$ cat src/rtl/splitscr_pkg.sv
package splitscr_pkg;
  localparam int ADDR_W = 16;
  localparam int LINE_W = 10;
  localparam int IDX_W  = 4;
  localparam int HI_W   = LINE_W - 8;

  typedef logic [ADDR_W-1:0] addr_t;
  typedef logic [LINE_W-1:0] line_t;

  // strobes from line control to the address datapath
  typedef struct packed {
    logic loadBase;    // reload line base from a start address
    logic pickScr2;    // choose lower-region start address
    logic fromPending; // use pending copy (frame start)
    logic addStride;   // advance line base by stride
    logic pixStep;     // advance fetch address by one
  } fetchCmd_t;
endpackage

$ cat src/rtl/splitscr_regs.sv
module splitscr_regs
  import splitscr_pkg::*;
(
  input  logic             clk,
  input  logic             rstN,
  input  logic             wrEn,
  input  logic [IDX_W-1:0] idx,
  input  logic [7:0]       wrData,
  input  logic             frameStart,
  output logic [7:0]       rdData,
  output addr_t            scr1Pend,
  output addr_t            scr2Pend,
  output addr_t            scr1Act,
  output addr_t            scr2Act,
  output addr_t            strideAct,
  output line_t            splitPend,
  output line_t            splitAct,
  output line_t            panelAct
);
  addr_t stridePend;
  line_t panelPend;

  always_ff @(posedge clk or negedge rstN) begin
    if (!rstN) begin
      scr1Pend   <= '0;
      scr2Pend   <= '0;
      stridePend <= '0;
      splitPend  <= '0;
      panelPend  <= '0;
    end else if (wrEn) begin
      case (idx)
        4'd0: scr1Pend[7:0]          <= wrData;
        4'd1: scr1Pend[15:8]         <= wrData;
        4'd2: scr2Pend[7:0]          <= wrData;
        4'd3: scr2Pend[15:8]         <= wrData;
        4'd4: splitPend[7:0]         <= wrData;
        4'd5: splitPend[LINE_W-1:8]  <= wrData[HI_W-1:0];
        4'd6: stridePend[7:0]        <= wrData;
        4'd7: stridePend[15:8]       <= wrData;
        4'd8: panelPend[7:0]         <= wrData;
        4'd9: panelPend[LINE_W-1:8]  <= wrData[HI_W-1:0];
        default: ;
      endcase
    end
  end

  always_ff @(posedge clk or negedge rstN) begin
    if (!rstN) begin
      scr1Act   <= '0;
      scr2Act   <= '0;
      strideAct <= '0;
      splitAct  <= '0;
      panelAct  <= '0;
    end else if (frameStart) begin
      scr1Act   <= scr1Pend;
      scr2Act   <= scr2Pend;
      strideAct <= stridePend;
      splitAct  <= splitPend;
      panelAct  <= panelPend;
    end
  end

  always_comb begin
    case (idx)
      4'd0:    rdData = scr1Pend[7:0];
      4'd1:    rdData = scr1Pend[15:8];
      4'd2:    rdData = scr2Pend[7:0];
      4'd3:    rdData = scr2Pend[15:8];
      4'd4:    rdData = splitPend[7:0];
      4'd5:    rdData = {{(8-HI_W){1'b0}}, splitPend[LINE_W-1:8]};
      4'd6:    rdData = stridePend[7:0];
      4'd7:    rdData = stridePend[15:8];
      4'd8:    rdData = panelPend[7:0];
      4'd9:    rdData = {{(8-HI_W){1'b0}}, panelPend[LINE_W-1:8]};
      default: rdData = 8'h00;
    endcase
  end
endmodule

$ cat src/rtl/splitscr_ctrl.sv
module splitscr_ctrl
  import splitscr_pkg::*;
(
  input  logic      clk,
  input  logic      rstN,
  input  logic      frameStart,
  input  logic      lineStart,
  input  logic      pixFetch,
  input  line_t     splitPend,
  input  line_t     splitAct,
  input  line_t     panelAct,
  output fetchCmd_t cmd,
  output logic      inScreen2
);
  line_t lineIdx;
  line_t nextLine;
  logic  wrapHit;
  logic  splitHit;

  assign nextLine = lineIdx + 1'b1;
  assign wrapHit  = (nextLine == panelAct);
  assign splitHit = (nextLine == splitAct) && !inScreen2;

  always_comb begin
    cmd = '0;
    if (frameStart) begin
      cmd.loadBase    = 1'b1;
      cmd.fromPending = 1'b1;
      cmd.pickScr2    = (splitPend == '0);
    end else if (lineStart) begin
      if (wrapHit) begin
        cmd.loadBase = 1'b1;
        cmd.pickScr2 = (splitAct == '0);
      end else if (splitHit) begin
        cmd.loadBase = 1'b1;
        cmd.pickScr2 = 1'b1;
      end else begin
        cmd.addStride = 1'b1;
      end
    end else if (pixFetch) begin
      cmd.pixStep = 1'b1;
    end
  end

  always_ff @(posedge clk or negedge rstN) begin
    if (!rstN) begin
      lineIdx   <= '0;
      inScreen2 <= 1'b0;
    end else if (frameStart) begin
      lineIdx   <= '0;
      inScreen2 <= (splitPend == '0);
    end else if (lineStart) begin
      if (wrapHit) begin
        lineIdx   <= '0;
        inScreen2 <= (splitAct == '0);
      end else begin
        lineIdx <= nextLine;
        if (splitHit) inScreen2 <= 1'b1;
      end
    end
  end
endmodule

$ cat src/rtl/splitscr_path.sv
module splitscr_path
  import splitscr_pkg::*;
(
  input  logic      clk,
  input  logic      rstN,
  input  fetchCmd_t cmd,
  input  addr_t     scr1Pend,
  input  addr_t     scr2Pend,
  input  addr_t     scr1Act,
  input  addr_t     scr2Act,
  input  addr_t     strideAct,
  output addr_t     fetchAddr
);
  addr_t lineBase;
  addr_t srcAddr;
  addr_t strideNext;

  always_comb begin
    if (cmd.pickScr2) srcAddr = cmd.fromPending ? scr2Pend : scr2Act;
    else              srcAddr = cmd.fromPending ? scr1Pend : scr1Act;
  end

  assign strideNext = lineBase + strideAct;

  always_ff @(posedge clk or negedge rstN) begin
    if (!rstN) begin
      lineBase  <= '0;
      fetchAddr <= '0;
    end else if (cmd.loadBase) begin
      lineBase  <= srcAddr;
      fetchAddr <= srcAddr;
    end else if (cmd.addStride) begin
      lineBase  <= strideNext;
      fetchAddr <= strideNext;
    end else if (cmd.pixStep) begin
      fetchAddr <= fetchAddr + 1'b1;
    end
  end
endmodule

$ cat src/rtl/split_fetch_addr.sv
module split_fetch_addr
  import splitscr_pkg::*;
(
  input  logic             clk,
  input  logic             rstN,
  input  logic             hostWrEn,
  input  logic [IDX_W-1:0] hostIdx,
  input  logic [7:0]       hostWrData,
  output logic [7:0]       hostRdData,
  input  logic             frameStart,
  input  logic             lineStart,
  input  logic             pixFetch,
  output logic [ADDR_W-1:0] fetchAddr,
  output logic             inScreen2
);
  addr_t     scr1Pend, scr2Pend, scr1Act, scr2Act, strideAct;
  line_t     splitPend, splitAct, panelAct;
  fetchCmd_t cmd;

  splitscr_regs regs_i (
    .clk(clk), .rstN(rstN), .wrEn(hostWrEn), .idx(hostIdx), .wrData(hostWrData),
    .frameStart(frameStart), .rdData(hostRdData),
    .scr1Pend(scr1Pend), .scr2Pend(scr2Pend), .scr1Act(scr1Act), .scr2Act(scr2Act),
    .strideAct(strideAct), .splitPend(splitPend), .splitAct(splitAct), .panelAct(panelAct)
  );

  splitscr_ctrl ctrl_i (
    .clk(clk), .rstN(rstN), .frameStart(frameStart), .lineStart(lineStart),
    .pixFetch(pixFetch), .splitPend(splitPend), .splitAct(splitAct),
    .panelAct(panelAct), .cmd(cmd), .inScreen2(inScreen2)
  );

  splitscr_path path_i (
    .clk(clk), .rstN(rstN), .cmd(cmd), .scr1Pend(scr1Pend), .scr2Pend(scr2Pend),
    .scr1Act(scr1Act), .scr2Act(scr2Act), .strideAct(strideAct), .fetchAddr(fetchAddr)
  );
endmodule

$ cat config.mk
export PLATFORM = sky130hd
export DESIGN_NAME = split_fetch_addr
export DESIGN_NICKNAME = d
export VERILOG_FILES = /design/src/rtl/splitscr_pkg.sv /design/src/rtl/splitscr_regs.sv /design/src/rtl/splitscr_ctrl.sv /design/src/rtl/splitscr_path.sv /design/src/rtl/split_fetch_addr.sv
export SDC_FILE = /design/constraint.sdc
export NUM_CORES = 1
export LEC_CHECK = 0
export BUFFER_PORTS_ARGS = -buffer_cell sky130_fd_sc_hd__buf_2
export CELL_PAD_IN_SITES_DETAIL_PLACEMENT = 1
export CELL_PAD_IN_SITES_GLOBAL_PLACEMENT = 2
export CORE_UTILIZATION = 40
export CTS_CLUSTER_DIAMETER = 150
export CTS_CLUSTER_SIZE = 10
export DETAILED_ROUTE_END_ITERATION = 6
export GPL_TIMING_DRIVEN = 1
export PLACE_DENSITY_LB_ADDON = 0.08
export SLEW_MARGIN = 20
export SYNTH_ARGS = -nofsm -noshare
export SYNTH_HDL_FRONTEND = slang
export SYNTH_SLANG_ARGS = --single-unit
export TNS_END_PERCENT = 50
$ cat constraint.sdc
create_clock -name clk -period 6.7 [get_ports clk]
set_input_delay 1.005 -clock clk [delete_from_list [all_inputs] [get_ports clk]]
set_output_delay 1.005 -clock clk [all_outputs]
set_load 0.01 [all_outputs]
==> reports/qor.yml, run 1 <==
timing:
  hold_slack_ps: 487
  period_needed_ps: 4400
  timing.final.ws_setup_ps: 2300
  finalClockSkew_ps: 13.8
  max_freq_mhz: 227
  maxSlewViolCount: 0
  slew_headroom_pct: 21.0
  hold_viol: 0
  worst_slew_pin_slew_ps: 1170
  setup_viol: 0
  rsz0062_at_grt: "false"
  finalSetupTns_ps: 0
  min_period_over_period_pct: 65.7
synthesis:
  synth_seq_cells: 179
  synth_top_area_share_pct: 47.1
  yosysWarnings: 0
  syn_inst: 869
  synth_compound_gate_area_share_pct: 14.0
  synth_xor_area_share_pct: 3.13
  ys_seq_area_share_pct: 47.1
  synth_mux_area_share_pct: 18.0
  synthDistinctLibCells: 74
  synth_top_family_by_area: "multiplexers"
  synth.most_common_cell: "dfrtp_1"
  yosys-top-cells-count: "dfrtp_1 (179), mux2_2 (136), nand2_1 (59), nor2_1 (50), a21oi_1 (48)"
  synth_top_area_cell: "dfrtp_1"
  yosys-top-cells-area: "dfrtp_1 (47%), mux2_2 (16%), a21oi_1 (2.5%)"
  async_flop_share_pct: 100
  synth_fp_nets: 905
  synth.avg_cell_area_um2: 10.9
  synth-main-ff-cell: "dfrtp_1"
  synth_edf_count: 0
  netlist_area_um2: 9500
  synth_fa_ha_area_share_pct: 2.45
  synth-simple-area-share_pct: 12.1
layout:
  drive_gt1_share_pct: 25.7
  area_growth_pct: 11.0
  multi_input_area_um2: 4740
  fin_nets: 922
  fillCellCount: 2597
  instances_no_fill: 1219
  regArea_um2: 4480
clock_tree:
  clk_path_buf_depth: 2
  clkSinkCount: 179
  cts_hold_buf: 0
  clk_pin_slew_ps: 80
  numCtsBuffers: 17
  clock_latency_ps: 440
  cts.repair.resized: 0
  cts_tree: "done"
  postCtsSetupBuffers: 0
  htree_levels: 4
  ctsRootBufferMaster: "clkbuf_16"
global_routing:
  grt_pass1_vias: 7424
  grt_usage_pct: 25.5
  antenna_found_initial: 0
  grt_max_degree: 114
  grt_pass1_wl_mm: 46.2
  grt_overflow: 0
route:
  drtPass1Iterations: 5
  wl_per_cell_um: 24.0
  drt_wl_total_mm: 29.3
  via_per_inst: 5.90
  drc: 0
  route.vias.total: 7197
  drtIter0Drc: 460
  drtAntennaViolNets: 0
setup_path:
  arrival_ps: 4690
  endpoint_kind: "flop"
  critPathSlowestCell: "and2_1"
  cp_num_buf_inv: 0
  slowest_delay_ps: 860
  crit_chain: "ha_1 > nand3_1 > or4b_1 > o211ai_1 > a21oi_1 > o31ai_4 > and2_1 > mux2_1 > a2111oi_0 > nor3_1"
  worstReg2RegEnd: "path_i.fetchAddr[2]$_DFFE_PN0P_"
  r2r_cells: 10
  critPathTopFamily: "simple AND/OR/NAND/NOR gates"
  critPathLaunchType: "flop"
  worstPathRequired_ps: 6990
  rrSetupSlack_ps: 2300
  crit_fanout: 19
  path_class: "flop to flop"
  r2r_start: "ctrl_i.lineIdx[0]$_DFFE_PN0P_"
placement:
  dp.final_hpwl_mm: 21.3
  routabilityCongestion: 0.884
  post-place-ws_ps: 2290
  placed_cells: 1186
  port_buffers: 42
floorplanning:
  io-pin-count: 43
  rows: 56
  chipWidth_um: 156
  start_util_pct: 40.6
  fp.coreArea_um2: 23400
  die-area_um2: 24400
  die_y_um: 156
power:
  ir_drop_v: 0.000168
  finalPower_w: 0.00396
  powerDensity_nw_per_um2: 375
  power_leakage_nw: 4.61
worst_hold_path:
  worstHoldEndpoint: "regs_i.scr1Act[1]$_DFFE_PN0P_"
  holdPathStages: 2
  hp-class: "flop to flop"
  worstHoldStart: "regs_i.scr1Act[1]$_DFFE_PN0P_"
outcome:
  outcome: "finished, final reports clean"
flow_run:
  max_cap_violations: 0
-- logic make-up (layout without fill, tap and decap cells) --
family,Yosys count,in the layout
fa+ha+maj,18,18
xor+xnor,34,34
other cells,0,1
compound gates,191,191
simple gates,226,226
mux,154,154
buf+inv,67,97
flops,179,179
-- metal layers --
metal,track usage (%),vias to the layer above,share of wire [%]
met3,4.44,21,3.6
li1,-,3254,-
met4,5.65,0,0.99
met1,38.3,3773,51
met2,38.1,149,45
met5,0,-,0
-- final cells by class --
| cell class | count | share of cell area [%] |
|---|---|---|
| Tap cell | 319 | 3.78 |
| Timing Repair Buffer | 48 | 2.50 |
| Clock inverter | 14 | 1.68 |
| Antenna cell | 1 | 0.0237 |
| Clock buffer | 18 | 4.07 |
| Sequential cell | 179 | 42.5 |
| Inverter | 17 | 0.605 |
| Multi-Input combinational cell | 623 | 44.9 |
-- power breakdown --
group	switching, W	internal, W
registers	0.000334	0.00138
clock network	0.000514	0.000511
logic	0.000645	0.000575
-- state kept, by name (all words and copies together), names as in the netlist --
register	count
ctrl_i.inScreen2	1
ctrl_i.lineIdx	10
path_i.fetchAddr	16
path_i.lineBase	16
regs_i.panelAct	10
regs_i.panelPend	10
regs_i.scr1Act	16
regs_i.scr1Pend	16
regs_i.scr2Act	16
regs_i.scr2Pend	16
regs_i.splitAct	10
regs_i.splitPend	10
regs_i.strideAct	16
regs_i.stridePend	16
-- worst min-delay path, stage by stage, from the launching register on --
cell     delay [ps]
dfrtp_1         320
mux2i_1          70
inv_1            60
-- worst max-delay path by stage --
stage	startpoint	to	slack (ps)	cells after the start
after detailed placement	ctrl_i.lineIdx[0]$_DFFE_PN0P_	path_i.fetchAddr[2]$_DFFE_PN0P_	2290	10
after global routing	ctrl_i.lineIdx[0]$_DFFE_PN0P_	path_i.fetchAddr[2]$_DFFE_PN0P_	1930	10
after global placement	ctrl_i.lineIdx[0]$_DFFE_PN0P_	path_i.fetchAddr[2]$_DFFE_PN0P_	2470	10
after CTS	ctrl_i.lineIdx[0]$_DFFE_PN0P_	path_i.fetchAddr[2]$_DFFE_PN0P_	2270	10
after floorplan	hostIdx[2]	hostRdData[2]	3440	7
final	ctrl_i.lineIdx[0]$_DFFE_PN0P_	path_i.fetchAddr[2]$_DFFE_PN0P_	2300	10
-- placed cells by master, fill, tap and decap left out, types with 13 or more instances in the layout --
master	n
a21oi_1	48
and3_1	17
buf_2	41
clkbuf_16	17
dfrtp_1	179
ha_1	17
inv_1	17
mux2_2	136
mux2i_1	17
nand2_1	59
nand3_1	21
nor2_1	49
nor2b_1	13
nor3_1	15
o21ai_0	30
xnor2_1	19
xor2_1	15
-- metrics by stage --
stage                     util [%]  area (um^2)
after floorplan                  -         9500
after global placement        42.5         9940
after detailed placement      42.5         9940
after CTS                     45.1        10500
after global routing          45.1        10500
final                         45.1        10600
(Power assumes the default switching activity.)
==> run 2, diff against run 1 <==
Clock period 6.7 ns to 4.3 ns, I/O delays scaled along.
==> run 2 against run 1 <==
Effect of this change:
- die area is the same
- combinational power increased by 59%
- global-route usage up 0.60 points
==> reports/qor.yml, run 2 (synthesized netlist as in run 1, its figures left out) <==
route:
  wl_per_cell_um: 24.5  # +1.9%
  drtPass1Iterations: 6  # +1
  drc: 0  # unchanged
  drtAntennaViolNets: 0  # unchanged
  drt_wl_total_mm: 30.0  # +2.5%
  drtIter0Drc: 566  # +23%
  route.vias.total: 7219  # +0.31%
  via_per_inst: 5.89  # -0.27%
global_routing:
  grt_max_degree: 116  # +1.8%
  grt_overflow: 0  # unchanged
  grt_pass1_wl_mm: 46.8  # +1.3%
  grt_usage_pct: 26.1  # +0.60 points
  antenna_found_initial: 0  # unchanged
  grt_pass1_vias: 7410  # -0.19%
floorplanning:
  fp.coreArea_um2: 23400  # unchanged
  chipWidth_um: 156  # unchanged
  start_util_pct: 40.6  # unchanged
  die_y_um: 156  # unchanged
  rows: 56  # unchanged
  io-pin-count: 43  # unchanged
  die-area_um2: 24400  # unchanged
placement:
  placed_area_um2: 10000  # +0.73%
  dp.final_hpwl_mm: 22.0  # +3.1%
  port_buffers: 42  # unchanged
  routabilityCongestion: 0.876  # -0.94%
  post-place-ws_ps: 606  # -1680 ps
clock_tree:
  numCtsBuffers: 17  # unchanged
  clk_pin_slew_ps: 80  # about the same
  clkSinkCount: 179  # unchanged
  htree_levels: 4  # unchanged
  cts_tree: "done"
  cts.repair.resized: 0  # unchanged
  clk_path_buf_depth: 2  # unchanged
  cts_hold_buf: 0  # unchanged
  ctsRootBufferMaster: "clkbuf_16"
  clock_latency_ps: 440  # about the same
  postCtsSetupBuffers: 0  # unchanged
setup_path:
  path_class: "flop to flop"
  critPathLaunchType: "flop"
  endpoint_kind: "flop"
  crit_fanout: 13  # -6
  arrival_ps: 4010  # -680 ps
  crit_start: "ctrl_i.lineIdx[0]$_DFFE_PN0P_"
  r2r_start: "ctrl_i.lineIdx[0]$_DFFE_PN0P_"
  worstPathRequired_ps: 4620  # -2370 ps
timing:
  slew_headroom_pct: 33.0  # +12 points
  timing.final.ws_setup_ps: 616  # -1680 ps
  min_period_over_period_pct: 85.7  # +20 points
  hold_viol: 0  # unchanged
  hold_slack_ps: 363  # -123 ps
  setup_viol: 0  # unchanged
  finalClockSkew_ps: 11.5  # -2.32 ps
  period_needed_ps: 3680  # -715 ps
  worst_slew_pin_slew_ps: 1010  # -170 ps
  finalSetupTns_ps: 0  # unchanged
  max_freq_mhz: 271  # +19%
  maxSlewViolCount: 0  # unchanged
  rsz0062_at_grt: "false"
layout:
  drive_gt1_share_pct: 26.5  # +0.77 points
  antennaDiodeCount: 0  # -1
  design_area_um2: 10600  # +0.69%
  fin_nets: 930  # +0.87%
  final_util_pct: 45.4  # +0.31 points
  final_cell_mix: "dfrtp_1 (179), mux2_2 (136), nand2_1 (59), nor2_1 (49), a21oi_1 (48)"
  layout.cells.most_common: "dfrtp_1"
  area_growth_pct: 11.8
flow_run:
  max_cap_violations: 0  # unchanged
worst_hold_path:
  hp-class: "input port to async pin"
outcome:
  outcome: "finished, final reports clean"
power:
  ir_drop_v: 0.000230  # +37%
  power_leakage_nw: 4.66  # +1.1%
  powerDensity_nw_per_um2: 587  # +56%
==> run 2: changes by cell type in the layout (fill, tap and decap cells not counted), sizes merged <==
cell and delta:
diode -1, clkbuf -1, bufinv +1, buf +8
==> run 2: worst max-delay path: stages, from the launching register on <==
cell and delay (ps):
dfrtp_1 510, ha_1 370, nand3_1 230, or4b_1 550, o211ai_1 110, a21oi_1 160
o31ai_4 280, and2_1 320, buf_4 280, mux2_2 380, a221oi_1 300, a211oi_1 80
==> run 2: stage by stage <==
step           total power [W]  instances
2_1_floorplan          0.00385        869
3_3_place_gp           0.00452       1194
3_5_place_dp           0.00461       1194
4_1_cts                0.00627       1226
5_1_grt                0.00660       1226
6_report               0.00623       1226
==> run 2: per-layer routing <==
| layer | wire (um) | GRT usage [%] |
|---|---|---|
| met1 | 15100 | 39.7 |
| met2 | 13300 | 38.9 |
| met3 | 1130 | 3.58 |
| met4 | 438 | 6.26 |
| met5 | 0 | 0 |
==> run 2: worst paths after layout <==
path | endpoint | slack [ps] | cells past startpoint
hold / removal | ctrl_i.lineIdx[6]$_DFFE_PN0P_ | 360 | 1
hold reg to reg | regs_i.scr1Act[5]$_DFFE_PN0P_ | 490 | 2
setup reg to reg | path_i.fetchAddr[14]$_DFFE_PN0P_ | 620 | 11
min in group clk | regs_i.scr1Act[5]$_DFFE_PN0P_ | 490 | 2
max in group asynchronous | regs_i.scr2Pend[10]$_DFFE_PN0P_ | 3010 | 2
setup / recovery | path_i.fetchAddr[14]$_DFFE_PN0P_ | 620 | 11
==> run 2: cell type report <==
class | count | area, um^2
fill | 2596 | 12800
multi-input combinational | 623 | 4740
sequential | 179 | 4480
clock buffer | 17 | 425
tap | 319 | 399
timing repair buffer | 56 | 337
clock inverter | 15 | 184
inverter | 17 | 63.8
==> run 2: report_power, final <==
group / leakage (nW) / switching, W / internal [W]
clock: 0.301 / 0.000788 / 0.000842
sequential: 2.22 / 0.000513 / 0.00215
combinational: 2.14 / 0.00104 / 0.000903
==> run 3, diff against run 2 <==
Settings changed: ABC_AREA from default to 1, CORE_UTILIZATION 40 to 37.
==> run 3 against run 2 <==
Effect of this change:
- combinational power fell by 10%
- global-route usage down 0.92 points
- fmax up 20%
- clock power is 4% lower
- sequential power shrank 6%
- highest routed layer unchanged
- synthesized cell count up 41%
- largest power group unchanged
- wire length grew 2.2%
- critical path depth up 5
- synthesized area decreased by 2.3%
==> reports/qor.yml, run 3 <==
setup_path:
  critPathTopFamily: "simple AND/OR/NAND/NOR gates"
  worstReg2RegEnd: "path_i.fetchAddr[5]$_DFFE_PN0P_"
  crit_chain: "ha_1 > nand2_2 > nor2_1 > nand3_1 > nand3_1 > nand3_1 > nor2_1 > nand3_1 > nand3_4 > nand2_2 > inv_2 > nor2_1 > nand2_1 > nand2_1 > nand2_1 > nand2_1"
  critPathSlowestCell: "dfrtp_1"
  r2r_cells: 16  # +5
  worstPathRequired_ps: 4630  # about the same
  arrival_ps: 3390  # -620 ps
  endpoint_kind: "flop"
  r2r_start: "ctrl_i.lineIdx[0]$_DFFE_PN0P_"
  cp_num_buf_inv: 1  # unchanged
  rrSetupSlack_ps: 1240  # +620 ps
  crit_fanout: 30  # +17
  path_class: "flop to flop"
  critPathLaunchType: "flop"
  slowest_delay_ps: 450  # -100 ps
  crit_start: "ctrl_i.lineIdx[0]$_DFFE_PN0P_"
  endpoint: "path_i.fetchAddr[5]$_DFFE_PN0P_"
  crit_cells: 16  # +5
timing:
  timing.final.ws_setup_ps: 1240  # +621 ps
  finalSetupTns_ps: 0  # unchanged
  setup_viol: 0  # unchanged
  slew_headroom_pct: 35.7  # +2.7 points
  worst_slew_pin_slew_ps: 964  # -40.7 ps
  maxSlewViolCount: 0  # unchanged
  hold_viol: 0  # unchanged
  max_freq_mhz: 327  # +20%
  period_needed_ps: 3060  # -621 ps
  finalClockSkew_ps: 14.3  # +2.80 ps
  min_period_over_period_pct: 71.2  # -14 points
  rsz0062_at_grt: "false"
layout:
  fin_nets: 1287  # +38%
  final_util_pct: 42.4  # -3.0 points
  area_growth_pct: 11.8  # about the same
  final_cell_mix: "nand2_1 (468), dfrtp_1 (179), o21ai_0 (121), inv_1 (95), nor2_1 (91)"
  fillCellCount: 3077  # +19%
  layout.cells.most_common: "nand2_1"
  drive_gt1_share_pct: 8.15  # -18 points
  antennaDiodeCount: 0  # unchanged
route:
  drtPass1Iterations: 5  # -1
  drtIter0Drc: 516  # -8.8%
  wl_per_cell_um: 19.3  # -21%
  route.vias.total: 8169  # +13%
  drt_wl_total_mm: 30.7  # +2.2%
  drc: 0  # unchanged
  via_per_inst: 5.14  # -13%
  drtAntennaViolNets: 0  # unchanged
synthesis:
  ys_seq_area_share_pct: 48.2  # +1.1 points
  netlist_area_um2: 9280  # -2.3%
  syn_inst: 1221  # +41%
  synth.most_common_cell: "nand2_1"
  synth_seq_cells: 179  # unchanged
  yosysWarnings: 0  # unchanged
  synthDistinctLibCells: 39  # -47%
  yosys-top-cells-count: "nand2_1 (468), dfrtp_1 (179), o21ai_0 (121), inv_1 (96), nor2_1 (91)"
  synth_top_area_cell: "dfrtp_1"
  synth-main-ff-cell: "dfrtp_1"
  synth.avg_cell_area_um2: 7.60  # -30%
  yosys-top-cells-area: "dfrtp_1 (48%), nand2_1 (19%), o21ai_0 (6.5%)"
  synth_top_area_share_pct: 48.2  # +1.1 points
  synth_edf_count: 0  # unchanged
  async_flop_share_pct: 100  # unchanged
  synth_fp_nets: 1257  # +39%
floorplanning:
  chipWidth_um: 160  # +2.7%
  rows: 57  # +1.8%
  start_util_pct: 38.0  # -2.7 points
  die-area_um2: 25700  # +5.5%
  fp.coreArea_um2: 24500  # +4.5%
  io-pin-count: 43  # unchanged
  die_y_um: 160  # +2.7%
flow_run:
  max_cap_violations: 0  # unchanged
clock_tree:
  clk_pin_slew_ps: 80  # about the same
  htree_levels: 4  # unchanged
  cts_tree: "done"
  numCtsBuffers: 17  # unchanged
  clock_latency_ps: 450  # about the same
  clkSinkCount: 179  # unchanged
  cts_hold_buf: 0  # unchanged
  clk_path_buf_depth: 2  # unchanged
  postCtsSetupBuffers: 0  # unchanged
  cts.repair.resized: 0  # unchanged
  ctsRootBufferMaster: "clkbuf_16"
worst_hold_path:
  hp-class: "input port to async pin"
outcome:
  outcome: "finished, final reports clean"
global_routing:
  antenna_found_initial: 0  # unchanged
  grt_pass1_vias: 8383  # +13%
  use_met2_pct: 40.1  # +1.2 points
  grt_overflow: 0  # unchanged
  met3_usage_pct: 2.87  # -0.72 points
  grt_pass1_wl_mm: 49.4  # +5.6%
  grt.met1_usage_pct: 36.8  # -2.9 points
  grt_max_degree: 110  # -5.2%
  busiest_layer: "met2"
  grt_usage_pct: 25.2  # -0.92 points
power:
  ir_drop_v: 0.000265  # +15%
  finalPower_w: 0.00580  # -7.0%
  power_leakage_nw: 5.36  # +15%
  powerDensity_nw_per_um2: 559  # -4.7%
placement:
  routabilityCongestion: 0.843  # -3.7%
  post-place-ws_ps: 1210  # +607 ps
  dp.final_hpwl_mm: 23.0  # +4.6%
  port_buffers: 42  # unchanged
[run 3: cell types whose count changed after synthesis, sizes merged, moves of 42 or more]
cell | previous run | this run
nor2 | 52 | 97
o21ai | 31 | 124
nand3 | 23 | 65
inv | 17 | 99
nand2 | 59 | 475
mux2 | 137 | 0
[run 3: per-stage QoR]
step | instances | cell area, um^2 | hold WS (ps)
3_3_place_gp | 1556 | 9790 | 454
5_1_grt | 1588 | 10400 | 403
2_1_floorplan | 1221 | 9280 | 349
4_1_cts | 1588 | 10400 | 380
3_5_place_dp | 1556 | 9790 | 459
6_report | 1588 | 10400 | 289
[run 3: power breakdown]
| part | switching (W) | internal (W) |
|---|---|---|
| sequential | 0.000412 | 0.00208 |
| combinational | 0.00111 | 0.000624 |
| clock | 0.000793 | 0.000781 |
| total | 0.00232 | 0.00348 |
[run 3: routing by layer]
layer	part of all wire [%]	vias to the layer above
li1	-	3991
met3	2.8	24
met1	50	4035
met4	1.2	0
met2	46	119
met5	0	-
[run 3: logic make-up after synthesis]
family | share of synthesized area (%)
fa+ha+maj | 2.51
simple gates | 29.2
flops | 48.2
compound gates | 11.5
xor+xnor | 2.45
buf+inv | 6.05
[run 3: layout make-up]
class                           instances  area [um^2]  area share, %
Sequential cell                       179         4480           43.2
Multi-Input combinational cell        901         4240           40.9
Clock buffer                           17          425           4.10
Tap cell                              324          405           3.91
Inverter                              102          383           3.69
Timing Repair Buffer                   50          279           2.69
Clock inverter                         15          161           1.56
[run 3: worst min-delay path by stage]
stage	start	endpoint	slack, ps	cells past startpoint
2_1_floorplan	rstN	ctrl_i.inScreen2$_DFFE_PN0P_	350	0
3_3_place_gp	regs_i.scr2Act[1]$_DFFE_PN0P_	regs_i.scr2Act[1]$_DFFE_PN0P_	450	2
3_5_place_dp	regs_i.scr1Act[7]$_DFFE_PN0P_	regs_i.scr1Act[7]$_DFFE_PN0P_	460	2
4_1_cts	rstN	ctrl_i.lineIdx[6]$_DFFE_PN0P_	380	1
5_1_grt	rstN	ctrl_i.lineIdx[7]$_DFFE_PN0P_	400	1
6_report	rstN	ctrl_i.lineIdx[7]$_DFFE_PN0P_	290	1
[run 3: worst reg2reg max path, stage by stage (launching register included)]
cell and delay [ps]:
dfrtp_1 450, ha_1 250, nand2_2 110, nor2_1 180
nand3_1 150, nand3_1 110, nand3_1 70, nor2_1 110
nand3_1 280, nand3_4 220, nand2_2 170, inv_2 460
nor2_1 130, nand2_1 80, nand2_1 50, nand2_1 60
nand2_1 70
